**src/rtl/uart_mv_rx_pkg.sv**
```systemverilog
package uart_mv_rx_pkg;

  localparam int CHAR_W = 9;

  typedef enum logic [2:0] {
    ST_IDLE,
    ST_START,
    ST_DATA,
    ST_PAR,
    ST_STOP1,
    ST_STOP2
  } rx_state_e;

  typedef struct packed {
    logic [CHAR_W-1:0] data;
    logic              perr;
    logic              ferr;
    logic              brk;
  } rx_char_t;

  function automatic logic [3:0] data_len(input logic [1:0] sel);
    case (sel)
      2'd0:    data_len = 4'd7;
      2'd2:    data_len = 4'd9;
      default: data_len = 4'd8;
    endcase
  endfunction

endpackage

```
**src/rtl/rx_sync.sv**
```systemverilog
module rx_sync #(
  parameter int STAGES = 2
) (
  input  logic clk,
  input  logic rst_n,
  input  logic d,
  output logic q
);
  logic [STAGES-1:0] pipe_q;

  always_ff @(posedge clk or negedge rst_n) begin
    if (!rst_n) pipe_q <= '1;
    else        pipe_q <= {pipe_q[STAGES-2:0], d};
  end

  assign q = pipe_q[STAGES-1];
endmodule

```
**src/rtl/rx_sampler.sv**
```systemverilog
module rx_sampler #(
  parameter int OSR = 16,
  parameter int MID = 8
) (
  input  logic clk,
  input  logic rst_n,
  input  logic tick,
  input  logic active,
  input  logic rx,
  output logic vote_stb,
  output logic vote_bit,
  output logic vote_all_low
);
  localparam int CW = $clog2(OSR);
  localparam logic [CW-1:0] LAST  = CW'(OSR - 1);
  localparam logic [CW-1:0] SMP_A = CW'(MID - 1);
  localparam logic [CW-1:0] SMP_B = CW'(MID);
  localparam logic [CW-1:0] SMP_C = CW'(MID + 1);

  logic [CW-1:0] cnt_q, cnt_d, tick_no;
  logic [1:0]    smp_q, smp_d;
  logic          adv;

  assign adv     = active & tick;
  assign tick_no = (cnt_q == LAST) ? '0 : cnt_q + 1'b1;

  always_comb begin
    cnt_d = cnt_q;
    smp_d = smp_q;
    if (!active) begin
      cnt_d = '0;
    end else if (adv) begin
      cnt_d = tick_no;
      if (tick_no == SMP_A) smp_d[0] = rx;
      if (tick_no == SMP_B) smp_d[1] = rx;
    end
  end

  always_ff @(posedge clk or negedge rst_n) begin
    if (!rst_n) begin
      cnt_q <= '0;
      smp_q <= '1;
    end else begin
      cnt_q <= cnt_d;
      smp_q <= smp_d;
    end
  end

  assign vote_stb     = adv & (tick_no == SMP_C);
  assign vote_bit     = (smp_q[0] & smp_q[1]) | (smp_q[0] & rx) | (smp_q[1] & rx);
  assign vote_all_low = ~(smp_q[0] | smp_q[1] | rx);

  // one vote per bit time, never on adjacent clocks
  p_vote_spaced_r3: assert property (@(posedge clk) disable iff (!rst_n)
    vote_stb |=> !vote_stb);
endmodule

```
**src/rtl/rx_frame.sv**
```systemverilog
module rx_frame
  import uart_mv_rx_pkg::*;
(
  input  logic       clk,
  input  logic       rst_n,
  input  logic       tick,
  input  logic       rx,
  input  logic       vote_stb,
  input  logic       vote_bit,
  input  logic       vote_all_low,
  input  logic [1:0] cfg_dbits,
  input  logic       cfg_par_en,
  input  logic       cfg_par_odd,
  input  logic       cfg_two_stop,
  output logic       active,
  output logic       done,
  output rx_char_t   char_out
);
  rx_state_e         state_q, state_d;
  logic [3:0]        idx_q, idx_d;
  logic [CHAR_W-1:0] data_q, data_d;
  logic              par_q, par_d;
  logic              stop1_q, stop1_d;
  logic [3:0]        len;
  logic              stop1_eff;

  assign len = data_len(cfg_dbits);

  always_comb begin
    state_d = state_q;
    idx_d   = idx_q;
    data_d  = data_q;
    par_d   = par_q;
    stop1_d = stop1_q;
    done    = 1'b0;
    case (state_q)
      ST_IDLE: if (tick && !rx) state_d = ST_START;
      ST_START: if (vote_stb) begin
        if (vote_all_low) begin
          state_d = ST_DATA;
          idx_d   = '0;
          data_d  = '0;
          par_d   = 1'b0;
        end else begin
          state_d = ST_IDLE;
        end
      end
      ST_DATA: if (vote_stb) begin
        data_d[idx_q] = vote_bit;
        if (idx_q == len - 4'd1) state_d = cfg_par_en ? ST_PAR : ST_STOP1;
        else                     idx_d   = idx_q + 4'd1;
      end
      ST_PAR: if (vote_stb) begin
        par_d   = vote_bit;
        state_d = ST_STOP1;
      end
      ST_STOP1: if (vote_stb) begin
        stop1_d = vote_bit;
        if (cfg_two_stop) state_d = ST_STOP2;
        else begin
          state_d = ST_IDLE;
          done    = 1'b1;
        end
      end
      ST_STOP2: if (vote_stb) begin
        state_d = ST_IDLE;
        done    = 1'b1;
      end
      default: state_d = ST_IDLE;
    endcase
  end

  always_ff @(posedge clk or negedge rst_n) begin
    if (!rst_n) begin
      state_q <= ST_IDLE;
      idx_q   <= '0;
      data_q  <= '0;
      par_q   <= 1'b0;
      stop1_q <= 1'b1;
    end else begin
      state_q <= state_d;
      idx_q   <= idx_d;
      data_q  <= data_d;
      par_q   <= par_d;
      stop1_q <= stop1_d;
    end
  end

  assign active        = (state_q != ST_IDLE);
  assign stop1_eff     = (state_q == ST_STOP1) ? vote_bit : stop1_q;
  assign char_out.data = data_q;
  assign char_out.perr = cfg_par_en & (^data_q ^ par_q ^ cfg_par_odd);
  assign char_out.ferr = ~stop1_eff;
  assign char_out.brk  = (data_q == '0) & ~(cfg_par_en & par_q) & ~stop1_eff;

  // a start check that is not all low abandons the frame
  p_start_reject_r2: assert property (@(posedge clk) disable iff (!rst_n)
    (state_q == ST_START && vote_stb && !vote_all_low) |=> (state_q == ST_IDLE && !done));
  // the data index never reaches the selected length
  p_idx_bound_r4: assert property (@(posedge clk) disable iff (!rst_n)
    (state_q == ST_DATA) |-> (idx_q < len));
  // a frame completes only from a stop position
  p_done_at_stop_r6: assert property (@(posedge clk) disable iff (!rst_n)
    done |-> (state_q == ST_STOP1 || state_q == ST_STOP2));
endmodule

```
**src/rtl/rx_buffer.sv**
```systemverilog
module rx_buffer
  import uart_mv_rx_pkg::*;
(
  input  logic     clk,
  input  logic     rst_n,
  input  logic     done,
  input  rx_char_t char_in,
  input  logic     rd_ack,
  output logic     ready,
  output rx_char_t char_q,
  output logic     overrun
);
  rx_char_t buf_q, buf_d;
  logic     rdy_q, rdy_d, ovr_q, ovr_d;

  always_comb begin
    buf_d = buf_q;
    rdy_d = rdy_q;
    ovr_d = ovr_q;
    if (done && rdy_q && !rd_ack) begin
      ovr_d = 1'b1;
    end else if (done) begin
      buf_d = char_in;
      rdy_d = 1'b1;
      ovr_d = 1'b0;
    end else if (rd_ack) begin
      rdy_d      = 1'b0;
      ovr_d      = 1'b0;
      buf_d.perr = 1'b0;
      buf_d.ferr = 1'b0;
      buf_d.brk  = 1'b0;
    end
  end

  always_ff @(posedge clk or negedge rst_n) begin
    if (!rst_n) begin
      buf_q <= '0;
      rdy_q <= 1'b0;
      ovr_q <= 1'b0;
    end else begin
      buf_q <= buf_d;
      rdy_q <= rdy_d;
      ovr_q <= ovr_d;
    end
  end

  assign ready   = rdy_q;
  assign char_q  = buf_q;
  assign overrun = ovr_q;

  // an unread character stays ready until acknowledged
  p_hold_ready_r7: assert property (@(posedge clk) disable iff (!rst_n)
    (rdy_q && !rd_ack) |=> rdy_q);
  // a character arriving on a full buffer leaves the buffer intact
  p_overrun_keep_r8: assert property (@(posedge clk) disable iff (!rst_n)
    (rdy_q && !rd_ack && done) |=> (ovr_q && $stable(buf_q)));
  // a break always carries a framing error
  p_break_frame_r9: assert property (@(posedge clk) disable iff (!rst_n)
    buf_q.brk |-> buf_q.ferr);
endmodule

```
**src/rtl/uart_mv_rx.sv**
```systemverilog
module uart_mv_rx
  import uart_mv_rx_pkg::*;
#(
  parameter int OSR         = 16,
  parameter int MID         = 8,
  parameter int SYNC_STAGES = 2
) (
  input  logic              clk,
  input  logic              rst_n,
  input  logic              tick16,
  input  logic              rx_in,
  input  logic [1:0]        cfg_dbits,
  input  logic              cfg_par_en,
  input  logic              cfg_par_odd,
  input  logic              cfg_two_stop,
  input  logic              rd_ack,
  output logic [CHAR_W-1:0] rx_data,
  output logic              rx_ready,
  output logic              err_parity,
  output logic              err_frame,
  output logic              err_overrun,
  output logic              break_det
);
  logic [1:0] rst_pipe_q;
  logic       rst_core_n;
  logic       rx_s, active, done, vote_stb, vote_bit, vote_all_low;
  rx_char_t   char_new, char_buf;

  always_ff @(posedge clk or negedge rst_n) begin
    if (!rst_n) rst_pipe_q <= '0;
    else        rst_pipe_q <= {rst_pipe_q[0], 1'b1};
  end
  assign rst_core_n = rst_pipe_q[1];

  rx_sync #(.STAGES(SYNC_STAGES)) u_sync (
    .clk(clk), .rst_n(rst_core_n), .d(rx_in), .q(rx_s)
  );

  rx_sampler #(.OSR(OSR), .MID(MID)) u_smp (
    .clk(clk), .rst_n(rst_core_n), .tick(tick16), .active(active), .rx(rx_s),
    .vote_stb(vote_stb), .vote_bit(vote_bit), .vote_all_low(vote_all_low)
  );

  rx_frame u_frm (
    .clk(clk), .rst_n(rst_core_n), .tick(tick16), .rx(rx_s),
    .vote_stb(vote_stb), .vote_bit(vote_bit), .vote_all_low(vote_all_low),
    .cfg_dbits(cfg_dbits), .cfg_par_en(cfg_par_en), .cfg_par_odd(cfg_par_odd),
    .cfg_two_stop(cfg_two_stop), .active(active), .done(done), .char_out(char_new)
  );

  rx_buffer u_buf (
    .clk(clk), .rst_n(rst_core_n), .done(done), .char_in(char_new),
    .rd_ack(rd_ack), .ready(rx_ready), .char_q(char_buf), .overrun(err_overrun)
  );

  assign rx_data    = char_buf.data;
  assign err_parity = char_buf.perr;
  assign err_frame  = char_buf.ferr;
  assign break_det  = char_buf.brk;
endmodule

```
**config.mk**
```make
export PLATFORM = sky130hd
export DESIGN_NAME = uart_mv_rx
export DESIGN_NICKNAME = d
export VERILOG_FILES = /design/src/rtl/uart_mv_rx_pkg.sv /design/src/rtl/rx_sync.sv /design/src/rtl/rx_sampler.sv /design/src/rtl/rx_frame.sv /design/src/rtl/rx_buffer.sv /design/src/rtl/uart_mv_rx.sv
export SDC_FILE = /design/constraint.sdc
export NUM_CORES = 1
export LEC_CHECK = 0
export BUFFER_PORTS_ARGS = -buffer_cell sky130_fd_sc_hd__buf_2
export CORE_UTILIZATION = 45
export CTS_CLUSTER_DIAMETER = 60
export DETAILED_ROUTE_END_ITERATION = 8
export HOLD_SLACK_MARGIN = 0.1
export PLACE_DENSITY = 0.69
export SLEW_MARGIN = 40
export SYNTH_ARGS = -nofsm -noshare
export SYNTH_HDL_FRONTEND = slang
export SYNTH_SLANG_ARGS = --single-unit
```
**constraint.sdc**
```tcl
create_clock -name clk -period 1.5 [get_ports clk]
set_input_delay 0.075 -clock clk [delete_from_list [all_inputs] [get_ports clk]]
set_output_delay 0.075 -clock clk [all_outputs]
set_load 0.01 [all_outputs]
```
==> results by group <==
Layout
  – # diodes: 0
  – Filler Cells Inserted: roughly 380
  – NumNets Final: 353
  – Fin area: about 3300 sq um
  – Fraction of layout cells with a size suffix above 1: 0.407
  – Synth-to-layout area growth: 42.8%

Timing
  – Hold_ws: between 0.1 and 0.15 ns
  – Setup ws final: -0.468 ns
  – Worst Max-Slew Pin Slew: a little over 0.6 ns
  – Setup TNS: -13.83 ns
  – Slew Viols, Final: 0
  – RSZ-0062 raised after global routing: true
  – Clk_skew: roughly 0.0045 ns
  – Fin crit share: 1.31
  – Fin crit period: approximately 2 ns
  – Max Clk Rate: around 500 MHz
  – Setup Viol. Count Final: 35
  – Max_slew headroom: 0.586
  – Final Hold Fails: 0

Yosys
  – Mapped Cells: 247
  – Synth Flop Type: dfrtp_1
  – Post-synthesis adder-cell area fraction: 0.0656
  – Synth Area in Compound Gates: 0.173
  – Unique masters post-synth: between 40 and 50
  – Top-count cell post-synth: nand2_1
  – Synth async-reset ratio: 1.00
  – Post-synth top area share: 0.404
  – Number of synthesized register bits: 42
  – Syn Nets: between 200 and 300
  – Synth Warn #: 0
  – Synth Cell Area: between 2000 and 2500 sq um
  – Sequential area share after synthesis: 0.462
  – Syn Area/Cell: between 9 and 10 sq um
  – Xor/xnor share of the synthesized area: 0.0306
  – Synth cell count leaders: nand2_1 (45), dfrtp_1 (37), o21ai_0 (20), a21oi_1 (19), inv_1 (16)
  – Simple-gate portion of the synthesized area: 0.187
  – Number of synthesized flops with an enable pin: 0
  – Largest family of logic cells by synthesized area: simple AND/OR/NAND/NOR gates
  – Mux cell area share after synthesis: 0.0333
  – Largest area contributor in the netlist: dfrtp_1
  – Top cells by area, synth: dfrtp_1 (40%), nand2_1 (7.4%), ha_1 (6.6%), dfstp_2 (5.7%), o21ai_0 (4.4%)

Pwr
  – Clk pwr share: 0.169
  – Leak pwr: roughly 1.6 nW
  – Pwr/cell area: about 1400 nW/um^2
  – Switching Share: 0.375
  – Comb pwr share: 0.514
  – Sequential fraction of design power: 0.317
  – Tot Pwr: ~4.6 mW
  – Peak supply drop: about 0.83 mV
  – Int Power: between 2 and 3 mW
  – NetSw: 1.71 mW

Run
  – Max_cap viols: 0

Routing
  – Avg WL per Cell: around 14 microns
  – Vias per cell: about 5.3
  – Total wire length: approximately 5600 microns
  – Post-route ant nets: 0
  – Vias: 2127
  – Initial DRC count: 74
  – DRC viols: 0
  – Initial DRT Pass Iterations: 4

Die
  – Initial Utilization: 0.475
  – Row cnt: 25
  – Full die area: 5380 sq um
  – I/O pins: 24
  – Die height: around 73 microns
  – Die W: between 70 and 80 microns
  – Core area: 4820 sq um

CTS
  – CTS tree: yes
  – CTS max path bufs: 2
  – Cts bufs inserted: 5
  – Clk slew on worst S/H paths: 0.08 ns
  – Worst-Skew Late Latency: ~0.29 ns
  – Root Buffer: clkbuf_8
  – Max H-tree Level: 2
  – CTS sink cnt: between 40 and 50

GRT
  – Met1 Usage GRT: 0.279
  – Largest net degree at the start of global routing: 35
  – Number of global-route vias before repair: roughly 2.1k
  – Total global routing overflow: 0
  – Global-route usage over all layers: 0.226
  – Global Route met3 Usage: 0.0453
  – First-pass GRT wire length: 9170 microns
  – GR peak layer: met2
  – GR Layer Usage met2: 0.397
  – Initial antenna violation count: 0

Placement
  – Placed Area: around 2800 sq um
  – Hpwl dp: ~3700 microns
  – Gpl congestion: between 0.8 and 0.9
  – IO buf count: 23

Worst setup path
  – WS Path Type: flip-flop to flip-flop
  – CP most frequent cell: o21ai_1
  – Worst setup EP type: flip-flop
  – WP data required: ~1.7 ns
  – Reg2Reg Depth: 5
  – CP Max Fanout: 7
  – Critical path's slowest cell: or4_1
  – WP data arrival: 2.15 ns
  – Worst-path cell chain: or4_1 > or3_4 > a211o_4 > o21ai_1 > o21ai_1
  – Worst setup SP type: flip-flop
  – Max incr delay on CP: 0.52 ns

Outcome
  – Outcome: finished with violations
  – Failing checks: setup timing

Hold path
  – Min-Delay Path Depth: 2
  – HP Class: primary input to flip-flop
through the flow:
stage | util | cells | setup WS [ns]
2_1_floorplan | - | 247 | -0.534
3_3_place_gp | 0.588 | 375 | -0.512
3_5_place_dp | 0.588 | 375 | -0.553
4_1_cts | 0.660 | 395 | -0.470
5_1_grt | 0.679 | 399 | -0.529
6_report | 0.679 | 399 | -0.468
power groups by stage:
stage	sequential [mW]	combinational (mW)	clock (mW)
floorplan	1.52	1.03	0
global route	1.47	2.53	0.839
detailed placement	1.46	1.87	0
CTS	1.44	2.21	0.781
global placement	1.45	1.82	0
finish	1.45	2.34	0.773
kinds of logic after synthesis:
kind of cell,Yosys count
flops,42
buf+inv,24
mux,7
xor+xnor,8
other cells,1
compound gates,65
fa+ha+maj,12
simple gates,88
critical path: cells and delay by family, from the launching register on:
family	cells	cell delay, ns
AOI/OAI and AO/OA	3	0.59
DFF	1	0.38
and+or+nand+nor	2	0.89
flip-flops by register name (all words and copies together) (netlist names):
signal         count
u_buf.char_q      12
u_frm.data_q       9
u_frm.idx_q        4
u_smp.cnt_q        4
u_frm.state_q      3
rst_pipe_q         2
u_smp.smp_q        2
u_sync.pipe_q      2
u_buf.overrun      1
u_buf.ready        1
u_frm.par_q        1
u_frm.stop1_q      1
what timing repair did:
action,4_1_cts,5_1_grt
hold buffers,5,0
endpoints found under the hold margin,5,0
buffers inserted,6,3
setup endpoints to repair,34,35
pin swaps,10,12
gates cloned,1,2
gates resized for setup,40,20
final timing paths:
kind / startpoint / end / slack [ns]
min in group asynchronous: rst_pipe_q[1] / u_frm.idx_q[2] / 0.14
max: u_smp.smp_q[1] / u_frm.idx_q[2] / -0.47
max in group asynchronous: rst_n / rst_pipe_q[1] / 0.76
min: cfg_par_en / u_buf.char_q[2] / 0.12
max reg2reg: u_smp.smp_q[1] / u_frm.idx_q[2] / -0.47
min reg2reg: rst_pipe_q[1] / u_frm.idx_q[2] / 0.14
final cells by class:
| cell class | instances | area, sq um | area share |
|---|---|---|---|
| clock buffer | 6 | 82.6 | 0.0253 |
| clock inverter | 2 | 12.5 | 0.00383 |
| inverter | 16 | 60.1 | 0.0184 |
| multi-input combinational | 182 | 1340 | 0.409 |
| sequential | 42 | 1060 | 0.324 |
| tap | 67 | 83.8 | 0.0256 |
| timing repair buffer | 84 | 633 | 0.194 |
routing by layer:
metal / share of wire / routed length [microns]
met5: 0 / 0
met4: 0.012 / 67
met3: 0.042 / 234
met2: 0.49 / 2780
met1: 0.45 / 2540
cell usage in the layout (no fill, tap or decap), drive strengths merged, types with 4 or more instances in the layout:
cell type	count
a21oi	19
clkbuf	6
mux2	5
buf	79
xnor2	6
nand3	4
nor2	13
o21ai	29
dlygate4sd3	5
ha	12
dfstp	5
inv	16
dfrtp	37
nand2	45
Note: power is estimated with default switching activity, not from simulation.
